`src/rtl/seven_pin_port_pkg.sv`:
```
package seven_pin_port_pkg;

  // Strobes passed from the address decoder to the register datapath.
  typedef struct packed {
    logic wrLatch;
    logic wrDir;
    logic wrPull;
    logic rdLatch;
    logic rdDir;
    logic rdPull;
  } portStrobe_t;

  localparam portStrobe_t STROBE_IDLE = '0;

endpackage

```
`src/rtl/seven_pin_port_ctrl.sv`:
```
module seven_pin_port_ctrl
  import seven_pin_port_pkg::*;
#(
  parameter int ADDR_W = 8,
  parameter logic [ADDR_W-1:0] ADDR_LATCH = 8'h02,
  parameter logic [ADDR_W-1:0] ADDR_DIR   = 8'h06,
  parameter logic [ADDR_W-1:0] ADDR_PULL  = 8'h0E
) (
  input  logic [ADDR_W-1:0] busAddr,
  input  logic              busWrEn,
  input  logic              busRdEn,
  output portStrobe_t       strobe,
  output logic              addrHit
);

  logic hitLatch, hitDir, hitPull;

  always_comb begin
    hitLatch = (busAddr == ADDR_LATCH);
    hitDir   = (busAddr == ADDR_DIR);
    hitPull  = (busAddr == ADDR_PULL);
    addrHit  = hitLatch | hitDir | hitPull;
  end

  always_comb begin
    strobe         = STROBE_IDLE;
    strobe.wrLatch = busWrEn & hitLatch;
    strobe.wrDir   = busWrEn & hitDir;
    strobe.wrPull  = busWrEn & hitPull;
    strobe.rdLatch = busRdEn & hitLatch;
    strobe.rdDir   = busRdEn & hitDir;
    strobe.rdPull  = busRdEn & hitPull;
  end

endmodule

```
`src/rtl/seven_pin_port_dp.sv`:
```
module seven_pin_port_dp
  import seven_pin_port_pkg::*;
#(
  parameter int PIN_COUNT   = 7,
  parameter int DATA_W      = 8,
  parameter int SYNC_STAGES = 2
) (
  input  logic                 clk,
  input  logic                 rstN,
  input  portStrobe_t          strobe,
  input  logic [DATA_W-1:0]    busWrData,
  output logic [DATA_W-1:0]    busRdData,
  input  logic [PIN_COUNT-1:0] pinIn,
  output logic [PIN_COUNT-1:0] pinOut,
  output logic [PIN_COUNT-1:0] pinOe,
  output logic [PIN_COUNT-1:0] pinPullEn
);

  localparam int PAD_W = DATA_W - PIN_COUNT;

  logic [PIN_COUNT-1:0] latchReg, dirReg, pullReg;
  logic [PIN_COUNT-1:0] wrBits;
  logic [PIN_COUNT-1:0] syncStage [SYNC_STAGES];
  logic [PIN_COUNT-1:0] pinLevel;
  logic [PIN_COUNT-1:0] rdVec;
  logic [PAD_W-1:0]     unusedWrBits;

  assign wrBits       = busWrData[PIN_COUNT-1:0];
  assign unusedWrBits = busWrData[DATA_W-1:PIN_COUNT];

  // Register file: the latch takes writes whatever the direction.
  always_ff @(posedge clk or negedge rstN) begin
    if (!rstN) begin
      latchReg <= '0;
      dirReg   <= '0;
      pullReg  <= '0;
    end else begin
      if (strobe.wrLatch) latchReg <= wrBits;
      if (strobe.wrDir)   dirReg   <= wrBits;
      if (strobe.wrPull)  pullReg  <= wrBits;
    end
  end

  // Input synchronizer chain.
  for (genvar s = 0; s < SYNC_STAGES; s++) begin : g_sync
    always_ff @(posedge clk or negedge rstN) begin
      if (!rstN) begin
        syncStage[s] <= '0;
      end else if (s == 0) begin
        syncStage[s] <= pinIn;
      end else begin
        syncStage[s] <= syncStage[(s == 0) ? 0 : s-1];
      end
    end
  end
  assign pinLevel = syncStage[SYNC_STAGES-1];

  // Per-pin pad control.
  for (genvar p = 0; p < PIN_COUNT; p++) begin : g_pin
    assign pinOut[p]    = latchReg[p];
    assign pinOe[p]     = dirReg[p];
    assign pinPullEn[p] = pullReg[p] & ~dirReg[p];
  end

  // Read-back mux.
  always_comb begin
    rdVec = '0;
    if (strobe.rdLatch)     rdVec = (latchReg & dirReg) | (pinLevel & ~dirReg);
    else if (strobe.rdDir)  rdVec = dirReg;
    else if (strobe.rdPull) rdVec = pullReg;
  end
  assign busRdData = {{PAD_W{1'b0}}, rdVec};

  // Cycles since reset, saturating; used only to qualify the latency check.
  logic [1:0] warmCnt;
  always_ff @(posedge clk or negedge rstN) begin
    if (!rstN)                warmCnt <= '0;
    else if (warmCnt != 2'd3) warmCnt <= warmCnt + 2'd1;
  end

  a_r3_latch_takes_write: assert property (@(posedge clk) disable iff (!rstN)
    strobe.wrLatch |=> pinOut == $past(wrBits));

  a_r4_dir_drives_oe: assert property (@(posedge clk) disable iff (!rstN)
    strobe.wrDir |=> pinOe == $past(wrBits));

  a_r5_no_pull_on_output: assert property (@(posedge clk) disable iff (!rstN)
    (pinPullEn & pinOe) == '0);

  a_r6_top_bit_low: assert property (@(posedge clk) disable iff (!rstN)
    busRdData[DATA_W-1] == 1'b0);

  a_r7_two_flop_latency: assert property (@(posedge clk) disable iff (!rstN)
    (warmCnt >= 2'd2 && strobe.rdLatch && SYNC_STAGES == 2)
      |-> ((busRdData[PIN_COUNT-1:0] & ~pinOe) == ($past(pinIn, 2) & ~pinOe)));

endmodule

```
`src/rtl/seven_pin_port.sv`:
```
module seven_pin_port
  import seven_pin_port_pkg::*;
#(
  parameter int PIN_COUNT   = 7,
  parameter int ADDR_W      = 8,
  parameter int DATA_W      = 8,
  parameter int SYNC_STAGES = 2
) (
  input  logic                 clk,
  input  logic                 rstN,
  input  logic [ADDR_W-1:0]    busAddr,
  input  logic                 busWrEn,
  input  logic                 busRdEn,
  input  logic [DATA_W-1:0]    busWrData,
  output logic [DATA_W-1:0]    busRdData,
  input  logic [PIN_COUNT-1:0] pinIn,
  output logic [PIN_COUNT-1:0] pinOut,
  output logic [PIN_COUNT-1:0] pinOe,
  output logic [PIN_COUNT-1:0] pinPullEn
);

  portStrobe_t strobe;
  logic        addrHit;

  seven_pin_port_ctrl #(
    .ADDR_W (ADDR_W)
  ) u_ctrl (
    .busAddr (busAddr),
    .busWrEn (busWrEn),
    .busRdEn (busRdEn),
    .strobe  (strobe),
    .addrHit (addrHit)
  );

  seven_pin_port_dp #(
    .PIN_COUNT   (PIN_COUNT),
    .DATA_W      (DATA_W),
    .SYNC_STAGES (SYNC_STAGES)
  ) u_dp (
    .clk       (clk),
    .rstN      (rstN),
    .strobe    (strobe),
    .busWrData (busWrData),
    .busRdData (busRdData),
    .pinIn     (pinIn),
    .pinOut    (pinOut),
    .pinOe     (pinOe),
    .pinPullEn (pinPullEn)
  );

  a_r8_unmapped_reads_zero: assert property (@(posedge clk) disable iff (!rstN)
    (busRdEn && !addrHit) |-> busRdData == '0);

  a_r8_unmapped_write_no_change: assert property (@(posedge clk) disable iff (!rstN)
    (busWrEn && !addrHit) |=> ($stable(pinOut) && $stable(pinOe) && $stable(pinPullEn)));

  a_r9_idle_read_zero: assert property (@(posedge clk) disable iff (!rstN)
    !busRdEn |-> busRdData == '0);

endmodule

```
`config.mk`:
```
export PLATFORM = sky130hd
export DESIGN_NAME = seven_pin_port
export DESIGN_NICKNAME = d
export VERILOG_FILES = /design/src/rtl/seven_pin_port_pkg.sv /design/src/rtl/seven_pin_port_ctrl.sv /design/src/rtl/seven_pin_port_dp.sv /design/src/rtl/seven_pin_port.sv
export SDC_FILE = /design/constraint.sdc
export NUM_CORES = 1
export LEC_CHECK = 0
export BUFFER_PORTS_ARGS = -buffer_cell sky130_fd_sc_hd__buf_2
export CAP_MARGIN = 20
export CORE_UTILIZATION = 27
export CTS_CLUSTER_DIAMETER = 80
export DETAILED_ROUTE_END_ITERATION = 6
export PLACE_DENSITY = 0.6
export SLEW_MARGIN = 40
export SYNTH_ARGS = -nofsm -noshare
export SYNTH_HDL_FRONTEND = slang
export SYNTH_SLANG_ARGS = --single-unit
```
`constraint.sdc`:
```
create_clock -name clk -period 1.9 [get_ports clk]
set_clock_uncertainty 0.1 [all_clocks]
set_input_delay 0.285 -clock clk [delete_from_list [all_inputs] [get_ports clk]]
set_output_delay 0.285 -clock clk [all_outputs]
set_load 0.03 [all_outputs]
```
* Word-level counts from Yosys, hierarchy flattened
Cells that the tools add are included.
** Word-level totals
- Bits in registers :: 35
- Output and inout bits :: 29
- Input port bits :: 27
- Logic and storage cells :: 35
** Cells by class
- Bitwise gates (word level) :: 24
- Muxes and demuxes :: 3
- Equality and inequality tests :: 3
** Operators with widths (number)
- $mux 7 :: 3
- $and 7x7->7 :: 2
- $and 1x1->1 :: 13
- $eq 8x2->1 const B :: 1
- $eq 8x3->1 const B :: 1
- $eq 8x4->1 const B :: 1
- $not 1->1 :: 7
- $not 7->7 :: 1
- $or 7x7->7 :: 1

* Logic depth before layout (Yosys ltp)
Gate-level depths: netlist of the first run.
- Depth after elaboration :: 5
- Depth in mapped cells :: 5
- Mapped depth without buffers :: 3

* Modules after synthesis
Synthesis of the first run repeated with hierarchy kept, for this count alone.
** Second synthesis, totals
- Cell total of the unflattened synthesis :: 113
- Area total of the unflattened synthesis :: 1529.0 um2
** Modules (own cells, without submodules)
- seven_pin_port_dp :: seq. area each 875.8 um2, area each 1413.9 um2, instances 1, cells each 98
- seven_pin_port_ctrl :: seq. area each 0.0 um2, area each 115.1 um2, instances 1, cells each 15

* Worst setup path after synthesis of the first run
Ideal clock, no wire load.
- Kind :: input to register
- Start :: input busAddr[5]
- End :: register u_dp.latchReg[0] (netlist: u_dp.pinOut[0])
- Stages on the path :: 4
- Arrival :: 1.772 ns
- Path slack :: -0.097 ns
- Required time :: 1.675 ns
- Buffers on the path :: 1
- Setup time :: 0.125 ns
- Path through :: or4_4 -> or4_4 -> buf_6 -> mux2_4
** On the way
- Word-level cells in the longest chain between the ends :: 2
** Ends and longest elaborated chain
- start: declaration :: RTL line seven_pin_port.sv:11 : input logic [ADDR_W-1:0] busAddr,
- $eq 8x2->1 :: RTL line seven_pin_port_ctrl.sv:19 : hitLatch = (busAddr == ADDR_LATCH);
- $and 1x1->1 :: RTL line seven_pin_port_ctrl.sv:27 : strobe.wrLatch = busWrEn & hitLatch;
- end signal: assignment :: RTL line seven_pin_port_dp.sv:38 : if (strobe.wrLatch) latchReg <= wrBits;
- end: declaration :: RTL line seven_pin_port_dp.sv:21 : logic [PIN_COUNT-1:0] latchReg, dirReg, pullReg;
No other way between the ends.
A chain may end at the register's enable or synchronous reset.

* Worst setup path after layout of the first run
- Start :: input busAddr[6]
- End :: output busRdData[6]
** On the way
- Word-level cells in the longest chain between the ends :: 5
- Elaborated cells between the ends (all ways) :: 9
- Those cells by class :: eq/ne (3); mux (3); bitwise (3)
** Ends and longest elaborated chain
- $eq 8x4->1 :: RTL line seven_pin_port_ctrl.sv:21 : hitPull = (busAddr == ADDR_PULL);
- $and 1x1->1 :: RTL line seven_pin_port_ctrl.sv:32 : strobe.rdPull = busRdEn & hitPull;
- $mux 7 :: RTL line seven_pin_port_dp.sv:70 : else if (strobe.rdPull) rdVec = pullReg;
- $mux 7 :: RTL line seven_pin_port_dp.sv:69 : else if (strobe.rdDir) rdVec = dirReg;
- $mux 7 (*) :: RTL line seven_pin_port_dp.sv:68 : if (strobe.rdLatch) rdVec = (latchReg & dirReg) | (pinLevel & ~dirReg);
- end: declaration :: RTL line seven_pin_port.sv:15 : output logic [DATA_W-1:0] busRdData,
Every way passes the cells marked *; elsewhere a longest branch is shown, timed or not.

==> results of run 1 <==
[power breakdown]
part | switching, mW | internal (mW) | total [mW]
logic | 0.128 | 0.109 | 0.237
registers | 0.0186 | 0.781 | 0.800
clock network | 0.254 | 0.284 | 0.538
[cell type report]
cell class	instances	area, µm²
clock buffers	6	82.6
clock inverters	1	5.00
fillers	569	3260
inverters	1	3.75
multi-input cells	79	709
flip-flops and latches	35	876
well taps	72	90.1
repair buffers	77	517
[cells in the final DEF, fill, tap and decap left out]
cell type / synthesis / routed
sky130_fd_sc_hd__nor4_4: 1 / 1
sky130_fd_sc_hd__buf_6: 1 / 9
sky130_fd_sc_hd__a21oi_2: 0 / 7
sky130_fd_sc_hd__or3b_4: 0 / 7
sky130_fd_sc_hd__nand3b_1: 2 / 2
sky130_fd_sc_hd__nor3_2: 1 / 1
sky130_fd_sc_hd__conb_1: 1 / 1
sky130_fd_sc_hd__mux2_2: 14 / 14
sky130_fd_sc_hd__dlygate4sd3_1: 0 / 7
sky130_fd_sc_hd__nor2b_1: 7 / 7
sky130_fd_sc_hd__o21a_1: 7 / 7
sky130_fd_sc_hd__nor2_4: 0 / 1
sky130_fd_sc_hd__or4_4: 2 / 2
sky130_fd_sc_hd__buf_2: 0 / 45
sky130_fd_sc_hd__nor2_1: 8 / 7
sky130_fd_sc_hd__mux2_4: 7 / 7
sky130_fd_sc_hd__dfrtp_1: 35 / 35
sky130_fd_sc_hd__clkinv_1: 1 / 1
sky130_fd_sc_hd__clkbuf_8: 0 / 6
sky130_fd_sc_hd__clkinv_2: 0 / 1
sky130_fd_sc_hd__mux2i_1: 7 / 7
sky130_fd_sc_hd__nand2_1: 8 / 8
sky130_fd_sc_hd__buf_4: 1 / 16
[registers in the layout (all words and copies together), names as in the netlist]
signal	count
u_dp.pinOut	7
u_dp.syncStage	7
u_dp.pinLevel	7
u_dp.pinOe	7
u_dp.pullReg	7
[metal layers]
layer,wire length (µm),part of all wire,GRT usage,vias to the layer above
li1,-,-,-,569
met1,1610,0.45,0.166,604
met2,1780,0.50,0.227,37
met3,145,0.040,0.0291,5
met4,53,0.015,0.0500,0
met5,0,0,0,-
[timing repair]
action,CTS,global route
hold buffers,7,0
endpoints found under the setup margin,7,7
endpoints found under the hold margin,41,0
setup buffers,4,0
pin swaps,16,6
gates resized for setup,26,6
[kinds of logic after synthesis]
kind of cell / after synthesis / synth area share
flip-flops: 35 / 0.560
other: 1 / 0.00240
multiplexers: 28 / 0.213
AND/OR/NAND/NOR: 36 / 0.150
AO/OA/AOI/OAI: 14 / 0.0560
buffers and inverters: 5 / 0.0192
[worst paths after layout]
kind                                    start           endpoint  slack, ns  cells after the start
setup reg to reg                u_dp.pinOe[6]      u_dp.pinOe[6]       0.89                      2
min in group asynchronous                rstN     u_dp.pinOut[1]       0.47                      3
hold reg to reg            u_dp.syncStage[11]   u_dp.pinLevel[4]       0.24                      0
max in group asynchronous                rstN    u_dp.pullReg[2]       0.92                      3
setup / recovery                   busAddr[6]       busRdData[6]       0.04                      6
hold / removal                       pinIn[2]  u_dp.syncStage[9]       0.01                      1
[stage by stage]
step                hold slack, ns  TNS, ns
global route               0.00192  -0.0228
detailed placement           0.236    -4.31
floorplan                   -0.111   -0.678
finish                      0.0125        0
CTS                        0.00261        0
global placement             0.232    -3.64
[worst register-to-register path, stage by stage, from the launching register on]
cell and delay [ns]:
sky130_fd_sc_hd__dfrtp_1 0.39, sky130_fd_sc_hd__buf_4 0.16, sky130_fd_sc_hd__mux2_2 0.25
==> metrics.md, run 1 <==
| Metric | Value |
|---|---|
| Initial cell density of the core | `0.282` |
| Placeable Area | `0.00554 mm²` |
| Final HPWL DP | `2400 µm` |
| Final standard cell utilization of the core | `0.412` |
| Antenna viol nets, final | `0` |
| Source-to-sink clock delay at the later pin of the worst-skew pair | `0.28 ns` |
| Most area-hungry cell type in the Yosys netlist | `sky130_fd_sc_hd__dfrtp_1` |
| Highest fanout seen on the critical path | `7` |
| Critical path type | `in2out` |
| Top cells by instance count after synthesis | `sky130_fd_sc_hd__dfrtp_1 (35), sky130_fd_sc_hd__mux2_2 (14), sky130_fd_sc_hd__nand2_1 (8), sky130_fd_sc_hd__nor2_1 (8)` |
| Chip width | `78.1 µm` |
| Total power after layout | `1.58 mW` |
| H-tree depth | `2` |
| Remaining global-route overflow | `0` |
| Family of cells with the greatest summed delay on the critical path | `simple AND/OR/NAND/NOR gates` |
| Global routing usage summed across all routing layers | `0.134` |
| Worst ir drop on vdd | `0.000424 V` |
| Total Nets Final | `226` |
| CTS tree | `done` |
| Fraction of final layout cells sized beyond drive strength 1 | `0.588` |
| Share of the yosys chip area belonging to registers | `0.560` |
| Outcome | `finished clean` |
| Maximum number of buffers from clock root to sink | `2` |
| Cell Chain, Critical Path | `buf_6 > or4_4 > nor2_4 > buf_6 > o21a_1 > buf_6` |
| Buffer cell driving the clock tree root | `sky130_fd_sc_hd__clkbuf_8` |
| IO Port Bufs | `53` |
| Maximum number of pins on one net before global-route repair | `36` |
| Crit path top cell by count | `sky130_fd_sc_hd__buf_6` |
| Final Wtd Congestion | `0.736` |
| Routed wirelength normalized by instance count | `13.2 µm` |
| Longest individual stage delay on the worst path | `0.56 ns` |
| Setup repair after global routing missed its margin | `true` |
| First-pass GRT wire length | `6160 µm` |
| Final Instance Area | `0.00228 mm²` |
| CP max stage cell | `sky130_fd_sc_hd__or4_4` |
| Core Rows | `27` |
| Via count of the first global-routing pass | `1304` |
| # Max-Cap Violations | `0` |
| Top cells by area in the synthesized netlist | `sky130_fd_sc_hd__dfrtp_1 (56%), sky130_fd_sc_hd__mux2_2 (10%), sky130_fd_sc_hd__mux2_4 (6.7%)` |
| Synthesized Nets | `146` |
| Register bit total from synthesis | `35` |
| Top Ports | `56` |
| Critical Path Sink Type | `output port` |
| Layout area overhead | `46.0%` |
| Inserted Clock Buffers | `5` |
| Most frequent cell after synthesis | `sky130_fd_sc_hd__dfrtp_1` |
| Total iterations of the first detailed-routing run | `2` |
| Final critical-path required period | `1.86 ns` |
| Final critical-path setup slack | `0.0418 ns` |
| Initial antenna violation count | `0` |
| Number of antenna repair diodes | `0` |
| Area share of the leading cell type in the synthesized netlist | `0.560` |
| Count of final setup violators | `0` |
| Worst path bufs/invs | `3` |
| Total leakage power | `1.17 nW` |
| Ys flop type | `sky130_fd_sc_hd__dfrtp_1` |
| Count of synthesis-stage warnings from yosys | `0` |
| Clock sinks | `35` |
| Max-slew violation count | `0` |
| Die Span Y | `78.1 µm` |
| Data arrival time of the worst path | `1.47 ns` |
| Number of DRC markers after the initial detailed-route iteration | `34` |
| Number of hold violations in the final report | `0` |
| Netlist cell types | `20` |
| Post-Place Cells | `253` |
| Asr flop ratio synth | `1.00` |
| Number of synthesized flops with an enable pin | `0` |
| Number of instances in the synthesized netlist | `119` |
| Total via count after detailed routing | `1215` |
| Via density per instance | `4.48` |
| Post-route fraction of the period consumed by the critical path | `0.978` |
| Maximum clock frequency | `538 MHz` |
| Combined area of all synthesized cells | `0.00156 mm²` |
| Data required time at the worst endpoint | `1.51 ns` |
| CTS clock-pin slew for the worst setup and hold paths | `0.06 ns` |
| Worst min path class | `in2reg` |
| Setup slack after placement | `-0.211 ns` |
| Number of non-filler instances in the completed layout | `271` |
| Syn Area/Cell | `13.1 µm²` |
| Placed standard-cell area | `0.00199 mm²` |
| Worst Setup Start Kind | `input port` |
| Remaining routing DRC violations | `0` |
| Floorplan die area | `0.00610 mm²` |
| Pwr/cell area | `690 mW/mm²` |
| Routed wire length | `3590 µm` |
Note: power is estimated with default switching activity, not from simulation.
==> inputs of run 2 (changes only) <==
- CORE_MARGIN: default -> 3
- clock period: 1.9 -> 2.3 ns (I/O delays scaled with it)
==> metrics.md, run 2 (synthesis gave the netlist of run 1 again) <==
| Metric | Value |
|---|---|
| Post-route fraction of the period consumed by the critical path | `0.935` |
| Worst reg2reg setup slack | `1.36 ns (+0.47 ns)` |
| Total leakage power | `1.05 nW (-9.9%)` |
| Number of cells traversed by the worst register-to-register path | `1 (-1)` |
| Commonest cells after routing, fill and taps aside | `sky130_fd_sc_hd__buf_2 (52), sky130_fd_sc_hd__dfrtp_1 (35), sky130_fd_sc_hd__mux2_2 (14)` |
| Met1 Usage GRT | `0.163 (-0.00315)` |
| Most Used Layer, Global Route | `met1` |
| Data arrival time of the worst path | `1.70 ns (+0.23 ns)` |
| Outcome | `finished clean` |
| Max-slew violation count | `0 (unchanged)` |
| Antenna viol nets, final | `0 (unchanged)` |
| Highest fanout seen on the critical path | `7 (unchanged)` |
| Worst min path class | `in2reg` |
| Remaining routing DRC violations | `0 (unchanged)` |
| Worst ir drop on vdd | `0.000367 V (-13%)` |
| Maximum number of buffers from clock root to sink | `2 (unchanged)` |
| First-pass GRT wire length | `5530 µm (-10%)` |
| Floorplan die area | `0.00674 mm² (+11%)` |
| Global routing usage summed across all routing layers | `0.113 (-0.0208)` |
| Most common library cell in the layout ignoring fill and taps | `sky130_fd_sc_hd__buf_2` |
| H-tree depth | `2 (unchanged)` |
| Crit path top cell by count | `sky130_fd_sc_hd__buf_2` |
| Total via count after detailed routing | `1126 (-7.3%)` |
| Family of cells with the greatest summed delay on the critical path | `simple AND/OR/NAND/NOR gates` |
| Final Wtd Congestion | `0.707 (-4.0%)` |
| Initial cell density of the core | `0.282 (unchanged)` |
| Core Rows | `27 (unchanged)` |
| Routed wirelength normalized by instance count | `14.1 µm (+6.1%)` |
| Total iterations of the first detailed-routing run | `4 (+2)` |
| Grt met3 use | `0.0336 (+0.00455)` |
| Critical path endpoint | `busRdData[4]` |
| Count of final setup violators | `0 (unchanged)` |
| Hold slack | `0.0748 ns (+0.0623 ns)` |
| Number of hold violations in the final report | `0 (unchanged)` |
| Via count of the first global-routing pass | `1083 (-17%)` |
| CTS tree | `done` |
| CTS clock-pin slew for the worst setup and hold paths | `0.06 ns (about the same)` |
| Remaining global-route overflow | `0 (unchanged)` |
| Cell depth of the worst setup path | `6 (unchanged)` |
| Chip width | `82.1 µm (+5.1%)` |
| Total Nets Final | `207 (-8.4%)` |
| Final HPWL DP | `2470 µm (+2.9%)` |
| # Max-Cap Violations | `0 (unchanged)` |
| Via density per instance | `4.49 (about the same)` |
| IO Port Bufs | `53 (unchanged)` |
| Number of DRC markers after the initial detailed-route iteration | `19 (-44%)` |
| Top Ports | `56 (unchanged)` |
| Grt met2 use | `0.162 (-0.0648)` |
| Clock sinks | `35 (unchanged)` |
| Worst Setup Start Kind | `input port` |
| Inserted Clock Buffers | `5 (unchanged)` |
| Setup TNS | `0 ns (unchanged)` |
| Routed wire length | `3530 µm (-1.7%)` |
| Critical path type | `in2out` |
| Source-to-sink clock delay at the later pin of the worst-skew pair | `0.27 ns (about the same)` |
| Maximum clock frequency | `465 MHz` |
| Fill count | `574 (+0.88%)` |
| Setup repair after global routing missed its margin | `false` |
| Critical Path Sink Type | `output port` |
| Post-cts gate resize count | `0 (-100%)` |
| Launching instance or port of the critical path | `busAddr[5]` |
| Pwr/cell area | `605 mW/mm² (-12%)` |
| Maximum number of pins on one net before global-route repair | `36 (unchanged)` |
| Initial antenna violation count | `0 (unchanged)` |
| Fraction of final layout cells sized beyond drive strength 1 | `0.525 (-0.0628)` |
| Placeable Area | `0.00554 mm² (unchanged)` |
| Data required time at the worst endpoint | `1.86 ns (+0.35 ns)` |
| Startpoint of the lowest-slack register-to-register path | `u_dp.pinOe[1]` |
| Die Span Y | `82.1 µm (+5.1%)` |
| CP max stage cell | `sky130_fd_sc_hd__or4_4` |
| Longest individual stage delay on the worst path | `0.58 ns (+0.02 ns)` |
| Layout area overhead | `28.4%` |
| Final critical-path required period | `2.15 ns` |
| Crit Reg-Reg Endpoint | `u_dp.pinOe[1]` |
| Buffer cell driving the clock tree root | `sky130_fd_sc_hd__clkbuf_8` |
| Worst path bufs/invs | `3 (unchanged)` |
| Cell Chain, Critical Path | `buf_2 > or4_4 > nor2_1 > buf_4 > o21a_1 > buf_2` |
| Number of antenna repair diodes | `0 (unchanged)` |
run 2: timing repair:
action / in CTS / in global routing
hold buffers: 0 / 1
buffers inserted: 0 / 0
hold endpoints to repair: 0 / 35
setup endpoints to repair: 0 / 0
run 2: worst min-delay path by stage:
stage	startpoint	slack, ns	depth (start not counted)	end
floorplan	rstN	-0.05	0	u_dp.pinLevel[0]
global placement	u_dp.syncStage[10]	0.23	0	u_dp.pinLevel[3]
detailed placement	u_dp.syncStage[13]	0.23	0	u_dp.pinLevel[6]
CTS	pinIn[0]	0.06	1	u_dp.syncStage[7]
global route	pinIn[0]	0.06	1	u_dp.syncStage[7]
finish	pinIn[1]	0.07	1	u_dp.syncStage[8]
run 2: layout make-up:
class / instances / area, µm² / share of cell area
Sequential cell: 35 / 876 / 0.436
Timing Repair Buffer: 58 / 308 / 0.153
Inverter: 1 / 3.75 / 0.00187
Tap cell: 72 / 90.1 / 0.0449
Clock buffer: 6 / 72.6 / 0.0361
Multi-Input combinational cell: 79 / 658 / 0.328
run 2: power breakdown:
group / total (mW) / internal, mW / switching (mW)
combinational: 0.156 / 0.0642 / 0.0916
clock: 0.391 / 0.202 / 0.190
sequential: 0.667 / 0.646 / 0.0211
run 2: per-stage QoR:
step | utilization | area, µm² | total power, mW | worst slack, ns | std cells
6_report | 0.362 | 2010 | 1.21 | 0.151 | 251
5_1_grt | 0.362 | 2010 | 1.28 | 0.0466 | 251
4_1_cts | 0.360 | 2000 | 1.24 | 0.136 | 250
2_1_floorplan | - | 1560 | 0.765 | 0.243 | 119
3_5_place_dp | 0.347 | 1920 | 0.835 | 0.0984 | 244
3_3_place_gp | 0.347 | 1920 | 0.832 | 0.109 | 244
run 2: per-layer routing:
layer,part of all wire,up-vias,wire length (µm)
met3,0.065,4,228
met1,0.48,552,1690
met2,0.45,39,1590
met4,0.0074,0,26
li1,-,531,-
met5,0,-,0
